[config.mk]
export PLATFORM = sky130hd
export DESIGN_NAME = unlock_cmd_decoder
export DESIGN_NICKNAME = d
export VERILOG_FILES = /design/src/rtl/ucd_pkg.sv /design/src/rtl/ucd_strobe_capture.sv /design/src/rtl/ucd_sequencer.sv /design/src/rtl/ucd_read_mux.sv /design/src/rtl/unlock_cmd_decoder.sv
export SDC_FILE = /design/constraint.sdc
export NUM_CORES = 1
export LEC_CHECK = 0
export BUFFER_PORTS_ARGS = -buffer_cell sky130_fd_sc_hd__buf_2
export CORE_AREA = 10 10 102 86
export CTS_CLUSTER_SIZE = 40
export DETAILED_ROUTE_END_ITERATION = 10
export DIE_AREA = 0 0 112 96
export PLACE_DENSITY = 0.72
export SETUP_SLACK_MARGIN = 0.4
export SKIP_LAST_GASP = 1
export SLEW_MARGIN = 20
export SYNTH_ARGS = -nofsm -noshare
export SYNTH_HDL_FRONTEND = slang
export SYNTH_SLANG_ARGS = --single-unit
[constraint.sdc]
create_clock -name clk -period 1.7 [get_ports clk]
set_input_delay 0.17 -clock clk [delete_from_list [all_inputs] [get_ports clk]]
set_output_delay 0.17 -clock clk [all_outputs]
set_load 0.005 [all_outputs]
[src/rtl/ucd_pkg.sv]
// Package: shared command codes, command addresses and sequencer states
// for the unlock-sequence command decoder. Assumes 15-bit command address
// compare and byte-wide data.
package ucd_pkg;

    localparam int CMD_ADDR_W = 15;

    localparam logic [CMD_ADDR_W-1:0] ADR_UNL_A = 15'h5555;
    localparam logic [CMD_ADDR_W-1:0] ADR_UNL_B = 15'h2AAA;

    localparam logic [7:0] KEY_A       = 8'hAA;
    localparam logic [7:0] KEY_B       = 8'h55;
    localparam logic [7:0] OP_PROGRAM  = 8'hA0;
    localparam logic [7:0] OP_ERASE    = 8'h80;
    localparam logic [7:0] OP_ID_ENTER = 8'h90;
    localparam logic [7:0] OP_ID_EXIT  = 8'hF0;
    localparam logic [7:0] OP_SECTOR   = 8'h30;
    localparam logic [7:0] OP_CHIP     = 8'h10;

    localparam logic [7:0] MFR_CODE    = 8'hBF;

    typedef enum logic [2:0] {
        ST_IDLE,
        ST_KEY1,
        ST_KEY2,
        ST_PGM_TGT,
        ST_ERA1,
        ST_ERA2,
        ST_ERA3
    } seq_state_t;

endpackage

[src/rtl/ucd_strobe_capture.sv]
// Module: ucd_strobe_capture
// Turns sampled host strobes into one-cycle write events. A write is active
// while ce_n and we_n are low and oe_n is high. Address is taken on the first
// active edge, data on the first inactive edge. Strobes seen active on fewer
// than MIN_PULSE edges are dropped. Assumes strobes are already synchronous.
module ucd_strobe_capture #(
    parameter int ADDR_W    = 19,
    parameter int MIN_PULSE = 3
) (
    input  logic              clk,
    input  logic              rst_n,
    input  logic [ADDR_W-1:0] bus_addr,
    input  logic [7:0]        bus_din,
    input  logic              ce_n,
    input  logic              we_n,
    input  logic              oe_n,
    output logic              wr_valid,
    output logic [ADDR_W-1:0] wr_addr,
    output logic [7:0]        wr_data
);
    localparam int CNT_W = $clog2(MIN_PULSE + 1) < 1 ? 1 : $clog2(MIN_PULSE + 1);
    localparam logic [CNT_W-1:0] CNT_MIN = CNT_W'(MIN_PULSE);

    logic             wr_active;
    logic             active_q;
    logic [CNT_W-1:0] width_cnt;

    // Qualified write strobe.
    always_comb wr_active = !ce_n && !we_n && oe_n;

    // Track strobe edges, count its width, latch address and data.
    always_ff @(posedge clk) begin
        if (!rst_n) begin
            active_q  <= 1'b0;
            width_cnt <= '0;
            wr_valid  <= 1'b0;
            wr_addr   <= '0;
            wr_data   <= '0;
        end else begin
            active_q <= wr_active;
            wr_valid <= 1'b0;
            if (wr_active && !active_q) begin
                wr_addr   <= bus_addr;
                width_cnt <= CNT_W'(1);
            end else if (wr_active && width_cnt < CNT_MIN) begin
                width_cnt <= width_cnt + CNT_W'(1);
            end
            if (!wr_active && active_q) begin
                wr_valid <= (width_cnt >= CNT_MIN);
                wr_data  <= bus_din;
            end
        end
    end

endmodule

[src/rtl/ucd_sequencer.sv]
// Module: ucd_sequencer
// Walks the unlock sequences on accepted write events and issues registered
// one-cycle requests. A wrong step returns to idle. Events while busy is
// high are dropped with the state kept. Holds the identification-mode flag.
module ucd_sequencer
    import ucd_pkg::*;
#(
    parameter int ADDR_W       = 19,
    parameter int SECTOR_BYTES = 4096
) (
    input  logic              clk,
    input  logic              rst_n,
    input  logic              wr_valid,
    input  logic [ADDR_W-1:0] wr_addr,
    input  logic [7:0]        wr_data,
    input  logic              busy,
    output logic              req_program,
    output logic              req_erase_sector,
    output logic              req_erase_chip,
    output logic              req_id_enter,
    output logic              req_id_exit,
    output logic [ADDR_W-1:0] req_addr,
    output logic [7:0]        req_data,
    output logic              id_active
);
    localparam int SECT_LSB = $clog2(SECTOR_BYTES);

    seq_state_t              state, nxt_state;
    logic                    nxt_id;
    logic                    do_prog, do_sect, do_chip, do_enter, do_exit;
    logic [CMD_ADDR_W-1:0]   cmd_addr;
    logic                    at_a, at_b, key_a_hit, key_b_hit;
    logic [ADDR_W-1:0]       sect_base;

    // Compare only the low command-address bits.
    always_comb begin
        cmd_addr  = wr_addr[CMD_ADDR_W-1:0];
        at_a      = (cmd_addr == ADR_UNL_A);
        at_b      = (cmd_addr == ADR_UNL_B);
        key_a_hit = at_a && (wr_data == KEY_A);
        key_b_hit = at_b && (wr_data == KEY_B);
        sect_base = {wr_addr[ADDR_W-1:SECT_LSB], {SECT_LSB{1'b0}}};
    end

    // Next-state and request decode for one accepted write.
    always_comb begin
        nxt_state = state;
        nxt_id    = id_active;
        do_prog   = 1'b0;
        do_sect   = 1'b0;
        do_chip   = 1'b0;
        do_enter  = 1'b0;
        do_exit   = 1'b0;
        if (wr_valid && !busy) begin
            nxt_state = ST_IDLE;
            unique case (state)
                ST_IDLE: begin
                    if (key_a_hit)                 nxt_state = ST_KEY1;
                    else if (wr_data == OP_ID_EXIT) do_exit = 1'b1;
                end
                ST_KEY1: if (key_b_hit) nxt_state = ST_KEY2;
                ST_KEY2: begin
                    if (at_a) begin
                        unique case (wr_data)
                            OP_PROGRAM:  nxt_state = ST_PGM_TGT;
                            OP_ERASE:    nxt_state = ST_ERA1;
                            OP_ID_ENTER: do_enter  = 1'b1;
                            OP_ID_EXIT:  do_exit   = 1'b1;
                            default:     nxt_state = ST_IDLE;
                        endcase
                    end
                end
                ST_PGM_TGT: do_prog = 1'b1;
                ST_ERA1: if (key_a_hit) nxt_state = ST_ERA2;
                ST_ERA2: if (key_b_hit) nxt_state = ST_ERA3;
                ST_ERA3: begin
                    if (wr_data == OP_SECTOR)           do_sect = 1'b1;
                    else if (at_a && wr_data == OP_CHIP) do_chip = 1'b1;
                end
                default: nxt_state = ST_IDLE;
            endcase
            if (do_enter) nxt_id = 1'b1;
            if (do_exit)  nxt_id = 1'b0;
        end
    end

    // Register state, mode flag and the one-cycle requests.
    always_ff @(posedge clk) begin
        if (!rst_n) begin
            state            <= ST_IDLE;
            id_active        <= 1'b0;
            req_program      <= 1'b0;
            req_erase_sector <= 1'b0;
            req_erase_chip   <= 1'b0;
            req_id_enter     <= 1'b0;
            req_id_exit      <= 1'b0;
            req_addr         <= '0;
            req_data         <= '0;
        end else begin
            state            <= nxt_state;
            id_active        <= nxt_id;
            req_program      <= do_prog;
            req_erase_sector <= do_sect;
            req_erase_chip   <= do_chip;
            req_id_enter     <= do_enter;
            req_id_exit      <= do_exit;
            if (do_prog || do_chip || do_enter || do_exit) begin
                req_addr <= wr_addr;
                req_data <= wr_data;
            end else if (do_sect) begin
                req_addr <= sect_base;
                req_data <= wr_data;
            end
        end
    end

endmodule

[src/rtl/ucd_read_mux.sv]
// Module: ucd_read_mux
// Selects read data. In identification mode, address 0 returns the
// manufacturer code and address 1 the device code; all else is array data.
module ucd_read_mux
    import ucd_pkg::*;
#(
    parameter int         ADDR_W = 19,
    parameter logic [7:0] DEV_ID = 8'hD7
) (
    input  logic [ADDR_W-1:0] bus_addr,
    input  logic              id_active,
    input  logic [7:0]        array_rdata,
    output logic [7:0]        rd_data
);
    logic id_window;

    // Choose between identification codes and array data.
    always_comb begin
        id_window = id_active && (bus_addr[ADDR_W-1:1] == '0);
        if (!id_window)       rd_data = array_rdata;
        else if (bus_addr[0]) rd_data = DEV_ID;
        else                  rd_data = MFR_CODE;
    end

endmodule

[src/rtl/unlock_cmd_decoder.sv]
// Module: unlock_cmd_decoder (top)
// Command interpreter of a byte-wide flash guarded by unlock sequences:
// strobe capture with glitch rejection, the unlock sequencer and the read
// mux. Assumes all host inputs are synchronous to clk. ADDR_W must be >= 15.
module unlock_cmd_decoder #(
    parameter int         ADDR_W       = 19,
    parameter int         MIN_PULSE    = 3,
    parameter int         SECTOR_BYTES = 4096,
    parameter logic [7:0] DEV_ID       = 8'hD7
) (
    input  logic              clk,
    input  logic              rst_n,
    input  logic [ADDR_W-1:0] bus_addr,
    input  logic [7:0]        bus_din,
    input  logic              ce_n,
    input  logic              we_n,
    input  logic              oe_n,
    input  logic              busy,
    input  logic [7:0]        array_rdata,
    output logic [7:0]        rd_data,
    output logic              id_active,
    output logic              req_program,
    output logic              req_erase_sector,
    output logic              req_erase_chip,
    output logic              req_id_enter,
    output logic              req_id_exit,
    output logic [ADDR_W-1:0] req_addr,
    output logic [7:0]        req_data
);
    logic              wr_valid;
    logic [ADDR_W-1:0] wr_addr;
    logic [7:0]        wr_data;

    ucd_strobe_capture #(
        .ADDR_W    (ADDR_W),
        .MIN_PULSE (MIN_PULSE)
    ) u_cap (
        .clk      (clk),
        .rst_n    (rst_n),
        .bus_addr (bus_addr),
        .bus_din  (bus_din),
        .ce_n     (ce_n),
        .we_n     (we_n),
        .oe_n     (oe_n),
        .wr_valid (wr_valid),
        .wr_addr  (wr_addr),
        .wr_data  (wr_data)
    );

    ucd_sequencer #(
        .ADDR_W       (ADDR_W),
        .SECTOR_BYTES (SECTOR_BYTES)
    ) u_seq (
        .clk              (clk),
        .rst_n            (rst_n),
        .wr_valid         (wr_valid),
        .wr_addr          (wr_addr),
        .wr_data          (wr_data),
        .busy             (busy),
        .req_program      (req_program),
        .req_erase_sector (req_erase_sector),
        .req_erase_chip   (req_erase_chip),
        .req_id_enter     (req_id_enter),
        .req_id_exit      (req_id_exit),
        .req_addr         (req_addr),
        .req_data         (req_data),
        .id_active        (id_active)
    );

    ucd_read_mux #(
        .ADDR_W (ADDR_W),
        .DEV_ID (DEV_ID)
    ) u_rd (
        .bus_addr    (bus_addr),
        .id_active   (id_active),
        .array_rdata (array_rdata),
        .rd_data     (rd_data)
    );

endmodule

## After elaboration in Yosys (flattened, before gate mapping)

Index checks and enable logic that the tools add are counted.

- Flip-flop bits (word level): 67
- Bits in latches: 0
- Bits in writable memories: 0
- ROM bits: 0
- Bits of input ports: 41
- Output and inout bits: 41
- Logic and storage cells: 98
- Memories kept: 0

- Add/sub/neg operators: 1
- $mul: 0
- Div/mod/pow operators: 0
- Order comparisons: 2
- Equality and inequality tests: 16
- Shift-type cells: 0
- Muxes and demuxes: 37
- Bitwise gates (word level): 1
- Reduce and logical (&&, ||, !) cells: 26

Operator list:

| cell | number |
|---|---|
| 8-bit equality test (second input constant) | 5 |
| 19-bit 2-to-1 mux | 2 |
| 1-bit 2-to-1 mux | 24 |
| 8-bit 2-to-1 mux | 3 |
| 18-bit zero test | 1 |
| 15-bit by 14-bit equality test with 1-bit output (second input constant) | 1 |
| 15-bit equality test (second input constant) | 1 |
| 3-bit one-hot mux with 5 select lines | 1 |
| 1-bit logical AND | 10 |
| 3-bit equality test (second input constant) | 3 |
| 3-bit 2-to-1 mux | 3 |
| 8-bit by 5-bit equality test with 1-bit output (second input constant) | 1 |
| 8-bit by 6-bit equality test with 1-bit output (second input constant) | 1 |
| 8-bit by 7-bit equality test with 1-bit output (second input constant) | 1 |
| 7-bit 2-to-1 mux | 1 |
| 3-bit by 2-bit equality test with 1-bit output (second input constant) | 2 |
| 3-bit one-hot mux with 2 select lines | 1 |
| 2-bit nonzero test | 3 |
| 1-bit zero test | 5 |
| 2-bit AND reduction | 2 |
| 3-bit by 1-bit equality test with 1-bit output (second input constant) | 1 |
| 3-bit zero test | 1 |
| 1-bit logical OR | 3 |
| 2-bit by 1-bit adder with 2-bit output (second input constant) | 1 |
| 6 further kinds | 6 |

## Logic depth before layout (Yosys ltp)

Gate-level depths: netlist of the first run.

- Word-level depth: 10
- Gate-level depth with buffers: 7
- Gate-level depth less buffers: 5

## Cells and area by module

A second synthesis of the first run with hierarchy kept.

- Cells, all modules: 347
- Area, all modules: 3085.5 sq um

Modules (own cells, without submodules):

| module | instances | cells an instance | area an instance (sq um) | sequential area each (sq um) |
|---|---|---|---|---|
| ucd_sequencer | 1 | 192 | 1710.4 | 720.7 |
| ucd_strobe_capture | 1 | 137 | 1236.2 | 620.6 |
| ucd_read_mux | 1 | 18 | 138.9 | 0.0 |

## Worst setup path after synthesis of the first run

Ideal clock, no wire load.

- Path kind: reg-to-reg
- Start: register u_cap.wr_addr[1]
- End: register u_seq.req_addr[10]
- Library setup time: 0.121 ns
- Data arrival time: 1.754 ns
- Required time: 1.579 ns
- Slack: -0.175 ns
- Cell stages (with the launch flop): 7
- Buffers on the path: 1
- Period minus slack after synthesis: 1.875 ns
- Path through: dfxtp_1 > nor4b_2 > nand4_2 > a2111oi_4 > nor3_2 > buf_4 > mux2i_1

- Longest elaborated chain between the ends: 10
- Elaborated cells between the ends (all ways): 21
- Those cells by class: 1 x eq/ne; 14 x mux; 6 x reduce/logical

RTL lines:

| item | RTL line | RTL |
|---|---|---|
| start: declaration | ucd_strobe_capture.sv:18 | `output logic [ADDR_W-1:0] wr_addr,` |
| start signal: assignment | ucd_strobe_capture.sv:43 | `wr_addr <= bus_addr;` |
| 15-bit equality test (*) | ucd_sequencer.sv:38 | `at_a = (cmd_addr == ADR_UNL_A);` |
| 1-bit logical AND | ucd_sequencer.sv:78 | `else if (at_a && wr_data == OP_CHIP) do_chip = 1'b1;` |
| 1-bit 2-to-1 mux | ucd_sequencer.sv:78 |  |
| 1-bit 2-to-1 mux | ucd_sequencer.sv:77 | `if (wr_data == OP_SECTOR) do_sect = 1'b1;` |
| 1-bit 2-to-1 mux | ucd_sequencer.sv:56 | `unique case (state)` |
| 1-bit 2-to-1 mux | ucd_sequencer.sv:54 | `if (wr_valid && !busy) begin` |
| 1-bit logical OR (2 in series) | ucd_sequencer.sv:107 | `if (do_prog \|\| do_chip \|\| do_enter \|\| do_exit) begin` |
| 1-bit logical OR (*) | ucd_sequencer.sv:107 |  |
| 19-bit 2-to-1 mux or 2-bit nonzero test (tied branches) | -- |  |
| end signal: assignment | ucd_sequencer.sv:108 | `req_addr <= wr_addr;` |
| end signal: assignment | ucd_sequencer.sv:111 | `req_addr <= sect_base;` |
| end: declaration | ucd_sequencer.sv:22 | `output logic [ADDR_W-1:0] req_addr,` |

Mark *: on every way between the ends. The rest lies on a longest branch, timed or not. The select of a mux whose other input is x is not followed.
A chain may end at the register's enable or synchronous reset.

## Worst setup path in the final report of the first run

- Start: register u_cap.wr_addr[12]
- End: register u_seq.req_data[5]

- Longest elaborated chain between the ends: 10
- Elaborated cells between the ends (all ways): 21
- Those cells by class: 1 x eq/ne; 14 x mux; 6 x reduce/logical

RTL lines:

| item | RTL line | RTL |
|---|---|---|
| 15-bit equality test (*) | ucd_sequencer.sv:38 |  |
| 1-bit logical AND | ucd_sequencer.sv:78 |  |
| 1-bit 2-to-1 mux | ucd_sequencer.sv:78 |  |
| 1-bit 2-to-1 mux | ucd_sequencer.sv:77 |  |
| 1-bit 2-to-1 mux | ucd_sequencer.sv:56 |  |
| 1-bit 2-to-1 mux | ucd_sequencer.sv:54 |  |
| 1-bit logical OR (2 in series) | ucd_sequencer.sv:107 |  |
| 1-bit logical OR (*) | ucd_sequencer.sv:107 |  |
| 8-bit 2-to-1 mux or 2-bit nonzero test (tied branches) | -- |  |
| end signal: assignment | ucd_sequencer.sv:109 | `req_data <= wr_data;` |
| end signal: assignment | ucd_sequencer.sv:112 | `req_data <= wr_data;` |
| end: declaration | ucd_sequencer.sv:23 | `output logic [7:0] req_data,` |

Marks and branches as above.

==> run summary, run 1 <==
The power per unit of standard cell area works out to 756 nW/µm². The worst setup path is launched from a register. The number of clock buffers inserted by TritonCTS came out at 9. The worst hold margin came out at 0.0702 ns. Among all cell types in the netlist, the one instantiated most often is nand2_1.

The top flip-flop cell by instance count after synthesis is dfxtp_1. The setup violation total in the final timing report was 40. Clock-pin slew was measured on the worst setup and hold paths at 0.07 ns. Along the worst path, the maximum fanout reaches 3.

In this run, the number of DRC markers left after iteration 0 of detailed routing was 160. The residual DRC count is 0, and the count of synthesis-stage warnings from yosys is 0. TritonCTS built the clock tree.

The count of flip-flops with a built-in enable after synthesis works out to 0. The data required time at the worst endpoint was 1.95 ns; the slew of the pin with the lowest slew margin was 0.455 ns. The routed layout has 2984 vias. The total standard cell area after synthesis is 2970 µm². The average wire per cell in the routed design was 16.2 µm; the global-route wire length before repair was 14900 µm. The height of the chip was 96 µm. The congestion estimate from routability-driven global placement came to 0.802. At the later pin of the worst-skew pair, clock insertion delay measures 0.35 ns. The number of primary I/O pins was 82; the worst-case headroom to the max-slew limit was 69.6%. The type of the worst setup path was register to register. The logs give -5.47 ns for the sum of negative setup slack and 67 for the number of clock sinks seen by CTS. In this run the cell area measured after placement is 3930 µm². Summed over all layers, the routed wires come to 9600 µm. The flow ran to the end, but the final reports show violations. At the end of the flow, the number of nets in the layout was 542.

The initial cell density of the core is 44.1%. The layout has 569 filler cells. The tree is rooted in a clkbuf_8. The async set-or-reset flop fraction in the synthesized netlist is 0%.

The checks that failed: negative setup slack. The vias per cell is 5.04, and the residual overflow from global routing is 0. Counting instances in the post-synthesis netlist gives the leading cell types as nand2_1, dfxtp_1, a21oi_1.

The antenna diode count was 0. The first detailed-routing pass ran for 4 iterations. The run gives 7060 µm as the post-detailed-placement half-perimeter wirelength. For this run, the top clock speed supported by timing is 522 MHz.

The number of nets handed over by synthesis was 396. The number of maximum-capacitance violations was 0. The cell count after synthesis came out at 354.

The biggest area contributor in the post-synthesis netlist is dfxtp_1. The synthesized design contains 67 register bits. The unique cell type count in the Yosys netlist is 45. In this run the mean area of a mapped cell was 8.38 µm². The tools report the minimum setup slack in the final design as -0.216 ns. In the post-synthesis netlist, the biggest area contributors are dfxtp_1, nand2_1, mux2i_1.

Sequential cells were found to cover 45.2% of the synthesized design area. Entering global routing, the biggest net connects 41 pins. The run gives 2 as the worst-case clock buffer depth. Number of routed nets with antenna violations: 0. Relative to the synthesized area, the layout overhead comes to 51.9%. The tools report the via count of the first global-routing pass as 3049. The initial antenna violation count is 0, and the layout cell share with drive strength beyond 1 is 42.0%. The logs give 0.00670 ns for the worst-case clock skew and 0 for the cts-stage hold buffer count.

Setup repair after global routing could not meet its margin everywhere. The analysis attributes to cell leakage a power of 2.08 nW. The tools report the final count of hold timing violations as 0.

For the total global-route track usage, the log shows 17.0%. IR analysis of the VDD net gives a maximum drop of 0.000420 V. In this run the standard cell core region covers 6720 µm². The tools report the final-report max-slew violation count as 0. For the worst setup path, the data arrival time is 2.16 ns. CTS built an H-tree with a depth of 3. From left edge to right edge, the die measures 112 µm. STA classifies the critical path endpoint as a register. The top cell type's share of synthesized area was 45.2%; the number of rows in the core area was 27. The worst min-delay path class was input port to register. The minimum clock period after layout is 1.92 ns.

After routing the design area is 4500 µm². The ratio of final minimum period to clock period was 113%; the floorplan die area was 10800 µm². In this run the tool buffered the top-level ports with 81 buffer cells.
## power breakdown
group          switching [W]  total (W)  internal, W
Combinational       0.000144   0.000286     0.000143
Sequential         0.0000166    0.00161      0.00159
Clock               0.000607    0.00151     0.000904
## metrics by stage
| step | total power (W) | cells | utilization (%) | setup WS [ns] |
|---|---|---|---|---|
| 2_1_floorplan | 0.00174 | 354 | - | -0.104 |
| 3_3_place_gp | 0.00188 | 564 | 58.4 | -0.443 |
| 4_1_cts | 0.00339 | 588 | 64.5 | -0.199 |
| 5_1_grt | 0.00351 | 592 | 67.0 | -0.304 |
| 3_5_place_dp | 0.00188 | 564 | 58.4 | -0.419 |
| 6_report | 0.00340 | 592 | 67.0 | -0.216 |
## worst max-delay path, stage by stage (launching register included)
cell	delay [ns]
dfxtp_1	0.31
and4b_1	0.23
buf_4	0.15
nand4_4	0.12
a2111oi_4	0.09
buf_4	0.16
buf_4	0.13
or3_1	0.36
o221a_2	0.26
## metal layers
metal,up-vias,GRT usage [%],part of all wire [%]
met1,1356,20.9,45
met4,0,6.75,1.9
met3,20,6.53,8.5
met5,-,0,0
li1,1503,-,-
met2,105,26.7,45
## registers in the layout, indices dropped and copies added (netlist names)
register,cells
u_seq.state,3
u_seq.req_id_enter,1
u_seq.req_program,1
u_seq.req_addr,19
u_seq.req_erase_chip,1
u_cap.active_q,1
u_seq.id_active,1
u_seq.req_id_exit,1
u_cap.wr_addr,19
u_cap.width_cnt,2
u_cap.wr_data,8
u_seq.req_data,8
u_seq.req_erase_sector,1
u_cap.wr_valid,1
## placed cells by master (no fill, tap or decap), drive strengths merged, types with 2 or more instances in the layout
master and count:
mux2i 28, inv 3, clkbuf 13, nor3b 2
and4b 2, nor4 9, nor4b 3, nand3 11
a21oi 29, bufinv 2, or2 6, nand4b 2
nor3 7, nand2 109, nand4 4, nor4bb 3
clkinv 2, a22o 2, nor2 10, and2 3
a211oi 2, or3 4, dfxtp 67, nand2b 6
nor2b 2, o21a 3, buf 156
## cells by family (layout without fill, tap and decap cells)
kind of cell,after synthesis,in the layout,share of synthesized area [%]
compound gates,41,41,8.86
xor+xnor,1,1,0.295
buf+inv,26,177,3.67
simple gates,189,189,31.7
flops,67,67,45.2
fa+ha+maj,1,1,0.422
mux,29,29,9.83
## final timing paths
| check | slack [ns] | endpoint | depth (start not counted) | startpoint |
|---|---|---|---|---|
| worst max-delay path | -0.22 | u_seq.req_data[5] | 8 | u_cap.wr_addr[12] |
| worst min-delay path | 0.07 | u_cap.wr_data[3] | 3 | bus_din[3] |
| worst max register to register | -0.22 | u_seq.req_data[5] | 8 | u_cap.wr_addr[12] |
| worst min register to register | 0.45 | u_seq.req_addr[15] | 2 | u_cap.wr_addr[15] |
## repair_timing
| item | 4_1_cts | 5_1_grt |
|---|---|---|
| setup buffers | 8 | 3 |
| pin swaps | 9 | 7 |
| endpoints found under the setup margin | 61 | 61 |
| cloned | 0 | 1 |
| resized for setup | 22 | 29 |
## area by class of cell
cell class,instances,area [µm²],area share [%]
tap,87,109,2.42
clock buffer,12,155,3.44
sequential,67,1350,29.9
clock inverter,4,72.6,1.61
inverter,4,15.0,0.333
timing repair buffer,157,1100,24.4
multi-input combinational,261,1710,37.9
Note: power is estimated with default switching activity, not from simulation.
==> run 2, diff against run 1 <==
--- a/config.mk
+++ b/config.mk
@@ -6,10 +6,10 @@
 export NUM_CORES = 1
 export LEC_CHECK = 0
 export BUFFER_PORTS_ARGS = -buffer_cell sky130_fd_sc_hd__buf_2
-export CORE_AREA = 10 10 102 86
+export CORE_AREA = 10 10 126 71
 export CTS_CLUSTER_SIZE = 40
 export DETAILED_ROUTE_END_ITERATION = 10
-export DIE_AREA = 0 0 112 96
+export DIE_AREA = 0 0 136 81
 export PLACE_DENSITY = 0.72
 export SETUP_SLACK_MARGIN = 0.4
 export SKIP_LAST_GASP = 1
==> run summary, run 2 (synthesis gave the netlist of run 1 again) <==
The run gives 0.00282 W (+7.1%) as the design internal power. The floorplan die area was 11000 µm² (+2.5%). The logs give 2 (unchanged) for the worst-case clock buffer depth and 2.13 nW (+2.5%) for the leakage dissipation. The critical path in this run is classified as register to register.

The number of primary I/O pins came out at 82 (unchanged). For the peak supply drop, the log shows 0.000471 V (+12%). The logs give 68.0% (-1.6 points) for the worst-case headroom to the max-slew limit and 47.7% (+3.3 points) for the clock group share of total power. The number of nets in the layout came out at 541 (-0.18%). The layout overhead on the synthesized area is 55.9%. The run gives 585 (+2.8%) as the layout filler cell count. STA classifies the critical path endpoint as a register. The run gives 42.9% (-1.2 points) as the initial cell density of the core.

The tools report the register-to-register setup slack as -0.31 ns (-0.09 ns). met1 is the most crowded layer. The logs give 210 (+31%) for the violation count after the first detailed-routing iteration and 67 (unchanged) for the number of clock sinks seen by CTS. The tools report the minimum setup slack in the final design as -0.307 ns (-0.0916 ns). The initial antenna violation count was 1 (+1). The tools report the switching power as 0.000803 W (+4.6%). The ratio of final minimum period to clock period is 118% (+5.4 points). The library cell used most frequently in the layout, excluding fill and tap cells, is nand2_1. The logs give 9 (unchanged) for the number of clock buffers inserted by TritonCTS and 1.92 ns (-0.03 ns) for the data required time at the worst endpoint.

The level count of the clock H-tree was 3 (unchanged); the layout cell share with drive strength beyond 1 was 42.5% (+0.56 points). For the endpoint arrival time on the critical path, the log shows 2.23 ns (+0.07 ns). The run finished, with violations left. The worst-case clock skew came out at 0.00547 ns (-0.00123 ns). The peak fanout along the critical path works out to 3 (unchanged). Worst min-delay path class: input port to register. The slew of the pin with the lowest slew margin is 0.481 ns (+0.0255 ns). The power per unit of standard cell area works out to 784 nW/µm² (+3.8%). In the final layout, the registers with the most flip-flops are u_cap.wr_addr x19, u_seq.req_addr x19. The average wire per cell in the routed design works out to 16.8 µm (+3.9%). The vias per cell is 5.13 (+1.8%).

The via count of the first global-routing pass was 3048 (-0.033%); the portion of total power attributed to combinational logic was 7.8% (-0.6 points). The post-detailed-placement half-perimeter wirelength was 7550 µm (+6.9%). The logs give 25.6% (+4.7 points) for the global-route track usage on met1 and 0 (unchanged) for the residual overflow from global routing. STA classifies the critical path startpoint as a register.

The met3 usage was 7.64% (+1.1 points). The achievable frequency came out at 498 MHz (-4.6%). The largest net degree at the start of global routing was 25 (-39%); the global-route met2 utilization was 24.9% (-1.8 points).

The logs give -0.502 ns (-0.0835 ns) for the worst setup slack before clock tree synthesis and 15700 µm (+5.9%) for the global-route wire length before repair. The height of the chip is 81 µm (-16%), and the number of vias after detailed routing is 3073 (+3.0%). The final count of hold timing violations is 0 (unchanged), and the switching part of the total is 22.1% (-0.40 points).

The total global-route track usage was 18.3% (+1.2 points); the length of the first detailed-routing pass in iterations was 4 (unchanged). The worst-skew pair later-pin latency came out at 0.33 ns (-0.02 ns). In the layout the commonest cells are nand2_1, buf_2, buf_4, dfxtp_1, a21oi_1. The minimum clock period after layout works out to 2.01 ns (+0.0916 ns). TritonCTS built the clock tree. The total core area is 6910 µm² (+2.8%), and the setup violation total in the final timing report is 40 (unchanged). The final-report max-slew violation count is 0 (unchanged). The run gives 10100 µm (+5.1%) as the total routed wirelength. The number of routed nets with antenna violations is 0 (unchanged), and the antenna diode count is 0 (unchanged). Setup repair after global routing could not meet its margin everywhere.

For the global placer's final weighted congestion, the log shows 0.915 (+14%). The number of port buffers works out to 81 (unchanged). The number of maximum-capacitance violations is 0 (unchanged). The number of rows in the core area was 22 (-19%); the die span in x was 136 µm (+21%).

The checks that failed: negative setup slack. The portion of total power attributed to sequential cells was 44.5% (-2.7 points). The root buffer cell chosen for the clock tree is clkbuf_16. The tools report the share of the core filled with cells in the final layout as 66.9% (-0.069 points). The clock-pin slew of the registers on the worst-case setup and hold paths is 0.05 ns (-0.02 ns).

The residual DRC count was 0 (unchanged).
run 2: cell count changes in the layout (fill, tap and decap cells not counted), sizes merged:
cell	change
bufinv	-2
clkinvlp	-1
clkinv	+1
clkbuf	+2
buf	-2
run 2: power groups by stage:
| stage | clock network (W) | registers [W] | logic, W |
|---|---|---|---|
| after detailed placement | 0 | 0.00164 | 0.000242 |
| after global placement | 0 | 0.00164 | 0.000239 |
| after CTS | 0.00175 | 0.00161 | 0.000263 |
| after global routing | 0.00183 | 0.00161 | 0.000311 |
| final | 0.00173 | 0.00161 | 0.000283 |
| after floorplan | 0 | 0.00164 | 0.000101 |
run 2: layout make-up:
type                    count  area, µm²  share of cell area [%]
multi-input cells         261       1740                    37.5
well taps                  96        120                    2.60
clock buffers              13        270                    5.84
repair buffers            156       1120                    24.3
clock inverters             2       10.0                   0.216
inverters                   4       15.0                   0.325
flip-flops and latches     67       1350                    29.2
run 2: routing by layer:
| layer | part of all wire (%) | vias to the layer above |
|---|---|---|
| met2 | 39 | 106 |
| met3 | 11 | 15 |
| met4 | 1.2 | 2 |
| met5 | 0.13 | - |
| met1 | 49 | 1445 |
| li1 | - | 1505 |
run 2: what timing repair did:
action | 4_1_cts | 5_1_grt
hold endpoints to repair | 0 | 0
resized for setup | 37 | 24
endpoints found under the setup margin | 61 | 44
gates cloned | 1 | 1
buffers inserted | 11 | 1
hold buffers | 0 | 0
pin swaps | 14 | 6
run 2: final timing paths:
kind         depth (start not counted)               from                end
max                                  9   u_cap.wr_addr[9]    u_seq.id_active
min                                  3        bus_addr[2]   u_cap.wr_addr[2]
max reg2reg                          9   u_cap.wr_addr[9]    u_seq.id_active
min reg2reg                          2  u_seq.req_addr[6]  u_seq.req_addr[6]
run 2: worst max-delay path, cell delays in order (launching register included):
cell	delay, ns
dfxtp_2	0.33
nor4b_4	0.33
buf_4	0.18
nand4_4	0.14
a2111oi_4	0.35
buf_4	0.19
buf_6	0.10
buf_4	0.10
o22a_1	0.14
nor2_1	0.04
run 2: stage by stage:
| stage | setup TNS (ns) | power (W) | std cells | area (µm²) | hold slack, ns |
|---|---|---|---|---|---|
| floorplan | -1.76 | 0.00174 | 354 | 3030 | 0.298 |
| global placement | -8.06 | 0.00188 | 570 | 3920 | 0.425 |
| detailed placement | -8.77 | 0.00188 | 570 | 3920 | 0.429 |
| CTS | -7.36 | 0.00362 | 597 | 4490 | 0.0823 |
| global route | -12.38 | 0.00375 | 599 | 4620 | 0.0897 |
| finish | -9.45 | 0.00363 | 599 | 4620 | 0.0916 |
==> run 3, diff against run 2 <==
--- a/config.mk
+++ b/config.mk
@@ -6,11 +6,11 @@
 export NUM_CORES = 1
 export LEC_CHECK = 0
 export BUFFER_PORTS_ARGS = -buffer_cell sky130_fd_sc_hd__buf_2
-export CORE_AREA = 10 10 126 71
-export CTS_CLUSTER_SIZE = 40
+export CORE_AREA = 10 10 97 91
+export CTS_CLUSTER_SIZE = 24
 export DETAILED_ROUTE_END_ITERATION = 10
-export DIE_AREA = 0 0 136 81
-export PLACE_DENSITY = 0.72
+export DIE_AREA = 0 0 107 101
+export PLACE_DENSITY = 0.71
 export SETUP_SLACK_MARGIN = 0.4
 export SKIP_LAST_GASP = 1
 export SLEW_MARGIN = 20
==> run summary, run 3 (synthesis gave the netlist of run 1 again) <==
The post-detailed-placement half-perimeter wirelength was 6920 µm (-8.4%). The minimum clock period after layout is 1.96 ns (-0.0471 ns). The violation count after the first detailed-routing iteration is 120 (-43%), and the portion of total power attributed to combinational logic is 8.1% (+0.3 points). The worst setup path is launched from a register. The number of nets in the layout was 544 (+0.55%). The top cell types in the final layout, fill and taps aside, are nand2_1, buf_2, buf_4, dfxtp_1, a21oi_1. Setup repair after global routing could not meet its margin everywhere. The via count of the first global-routing pass was 3130 (+2.7%). Worst-case headroom to the max-slew limit: 68.9% (+0.94 points). The largest net degree at the start of global routing came out at 25 (unchanged). The vias per cell came out at 5.11 (-0.43%). Destination of the worst register-to-register timing path: u_seq.req_data[5]. The clock-pin slew of the registers on the worst-case setup and hold paths works out to 0.08 ns (+0.03 ns). The length of the first detailed-routing pass in iterations came out at 4 (unchanged). The average wire per cell in the routed design was 15.6 µm (-7.6%). The tools report the initial cell density of the core as 43.5% (+0.55 points). In this run the critical register-to-register path is launched from u_cap.wr_addr[13].

For the global placer's final weighted congestion, the log shows 0.873 (-4.6%). The tools report the cts-stage hold buffer count as 0 (unchanged). Design internal power: 0.00260 W (-8.1%). The run finished, with violations left. Switching part of the total: 22.8% (+0.67 points). The tools report the register-to-register setup slack as -0.26 ns (+0.05 ns). In this run the worst setup path begins at u_cap.wr_addr[13]. For the floorplan die area, the log shows 10800 µm² (-1.9%).

Clock group share of total power: 44.0% (-3.7 points). Switching power: 0.000767 W (-4.4%). Layout cell share with drive strength beyond 1: 42.2% (-0.34 points).

The endpoint arrival time on the critical path was 2.20 ns (-0.03 ns). The number of vias after detailed routing is 3065 (-0.26%), and the ratio of final minimum period to clock period is 115% (-2.8 points). The tools report the achievable frequency as 510 MHz (+2.4%). For the data required time at the worst endpoint, the log shows 1.94 ns (+0.02 ns).

The tools report the sum of negative setup slack as -5.91 ns (+3.54 ns). The depth of the worst register-to-register path is 8 (-1). The run gives 0.00336 W (-7.3%) as the final total power. The slew of the pin with the lowest slew margin was 0.467 ns (-0.0141 ns); the height of the chip was 101 µm (+25%). Leading cell type in the layout, fill and taps excluded: nand2_1. The total global-route track usage is 17.0% (-1.3 points).

The minimum setup slack in the final design was -0.260 ns (+0.0471 ns). The total routed wirelength was 9340 µm (-7.5%); the final count of hold timing violations was 0 (unchanged). The worst min-delay path class was input port to register.

The worst-case clock buffer depth is 2 (unchanged), and the number of primary I/O pins is 82 (unchanged). Following the worst setup path forward leads to its endpoint at u_seq.req_data[5]. The portion of total power attributed to sequential cells came out at 47.9% (+3.4 points). TritonCTS built the clock tree. The peak supply drop was 0.000396 V (-16%).

The die span in x works out to 107 µm (-21%). The number of maximum-capacitance violations was 0 (unchanged). The final-report max-slew violation count is 0 (unchanged). Peak fanout along the critical path: 4 (+1).

The largest registers in the layout are u_cap.wr_addr x19, u_seq.req_addr x19. The logs give 9 (unchanged) for the number of clock buffers inserted by TritonCTS and 0.0114 ns (+0.00597 ns) for the worst-case clock skew. The run gives 14800 µm (-6.1%) as the global-route wire length before repair. The type of the worst setup path was register to register.

The logs give 2.11 nW (-1.2%) for the leakage dissipation and 67 (unchanged) for the number of clock sinks seen by CTS. The tools report the non-filler instance count after layout as 600 (+0.17%). Worst-skew pair later-pin latency: 0.36 ns (+0.03 ns).

CTS root buffer: clkbuf_8. The area growth from synthesis to layout is 52.0%. The final reports fail on negative setup slack.

The number of port buffers works out to 81 (unchanged). The level count of the clock H-tree is 3 (unchanged). The power per unit of standard cell area was 746 nW/µm² (-4.8%); the number of rows in the core area was 29 (+32%). Residual DRC count: 0 (unchanged).

The tools report the endpoint class of the critical path as a register. The residual overflow from global routing was 0 (unchanged). The cell count after placement was 575 (+0.88%). Worst hold margin: 0.0705 ns (-0.0211 ns).

The tools report the antenna diode count as 0 (unchanged). Total core area: 6820 µm² (-1.3%). For the initial antenna violation count, the log shows 0 (-1). For the number of routed nets with antenna violations, the log shows 0 (unchanged).

For the setup violation total in the final timing report, the log shows 37 (-7.5%).
## run 3: final cells by class
| type | count | area (µm²) |
|---|---|---|
| Inverter | 4 | 15.0 |
| Sequential cell | 67 | 1350 |
| Tap cell | 93 | 116 |
| Clock buffer | 12 | 145 |
| Fill cell | 578 | 2310 |
| Timing Repair Buffer | 159 | 1120 |
| Multi-Input combinational cell | 261 | 1690 |
| Clock inverter | 4 | 73.8 |
## run 3: worst min-delay path by stage
stage	from	end	slack (ns)	depth (start not counted)
detailed placement	bus_addr[2]	u_cap.wr_addr[2]	0.43	3
global placement	bus_addr[18]	u_cap.wr_addr[18]	0.43	3
global route	bus_addr[2]	u_cap.wr_addr[2]	0.07	3
CTS	bus_addr[2]	u_cap.wr_addr[2]	0.07	3
floorplan	bus_addr[9]	u_cap.wr_addr[9]	0.30	2
finish	bus_din[5]	u_cap.wr_data[5]	0.07	3
## run 3: repair_timing
action | CTS | global route
endpoints found under the setup margin | 42 | 61
endpoints found under the hold margin | 0 | 0
gates resized for setup | 34 | 15
pin swaps | 10 | 8
cloned | 1 | 0
setup buffers | 6 | 2
## run 3: metal layers
metal / vias up / track usage (%) / share of wire (%)
met2: 103 / 27.4 / 47
met3: 19 / 6.65 / 8.4
met4: 0 / 7.70 / 2.1
li1: 1508 / - / -
met1: 1435 / 19.4 / 43
met5: - / 0 / 0
## run 3: per-stage QoR
stage / area (µm²) / utilization [%] / worst slack [ns]
after floorplan: 3030 / - / -0.104
after global placement: 3970 / 58.2 / -0.366
after detailed placement: 3970 / 58.2 / -0.304
after CTS: 4430 / 65.0 / -0.191
after global routing: 4510 / 66.1 / -0.326
final: 4510 / 66.1 / -0.260
## run 3: critical path, cell delays in order (launching register included)
cell and delay, ns:
dfxtp_1 0.36, and4b_2 0.25, buf_4 0.14, nand4_4 0.12, a2111oi_4 0.09, buf_4 0.16, buf_6 0.12, or3_1 0.34
o221a_2 0.27
## run 3: power by group through the flow
stage	Clock, W	Combinational, W	Sequential (W)
final	0.00148	0.000272	0.00161
after global routing	0.00156	0.000299	0.00161
after CTS	0.00149	0.000267	0.00161
after detailed placement	0	0.000239	0.00164
after global placement	0	0.000237	0.00164
after floorplan	0	0.000101	0.00164
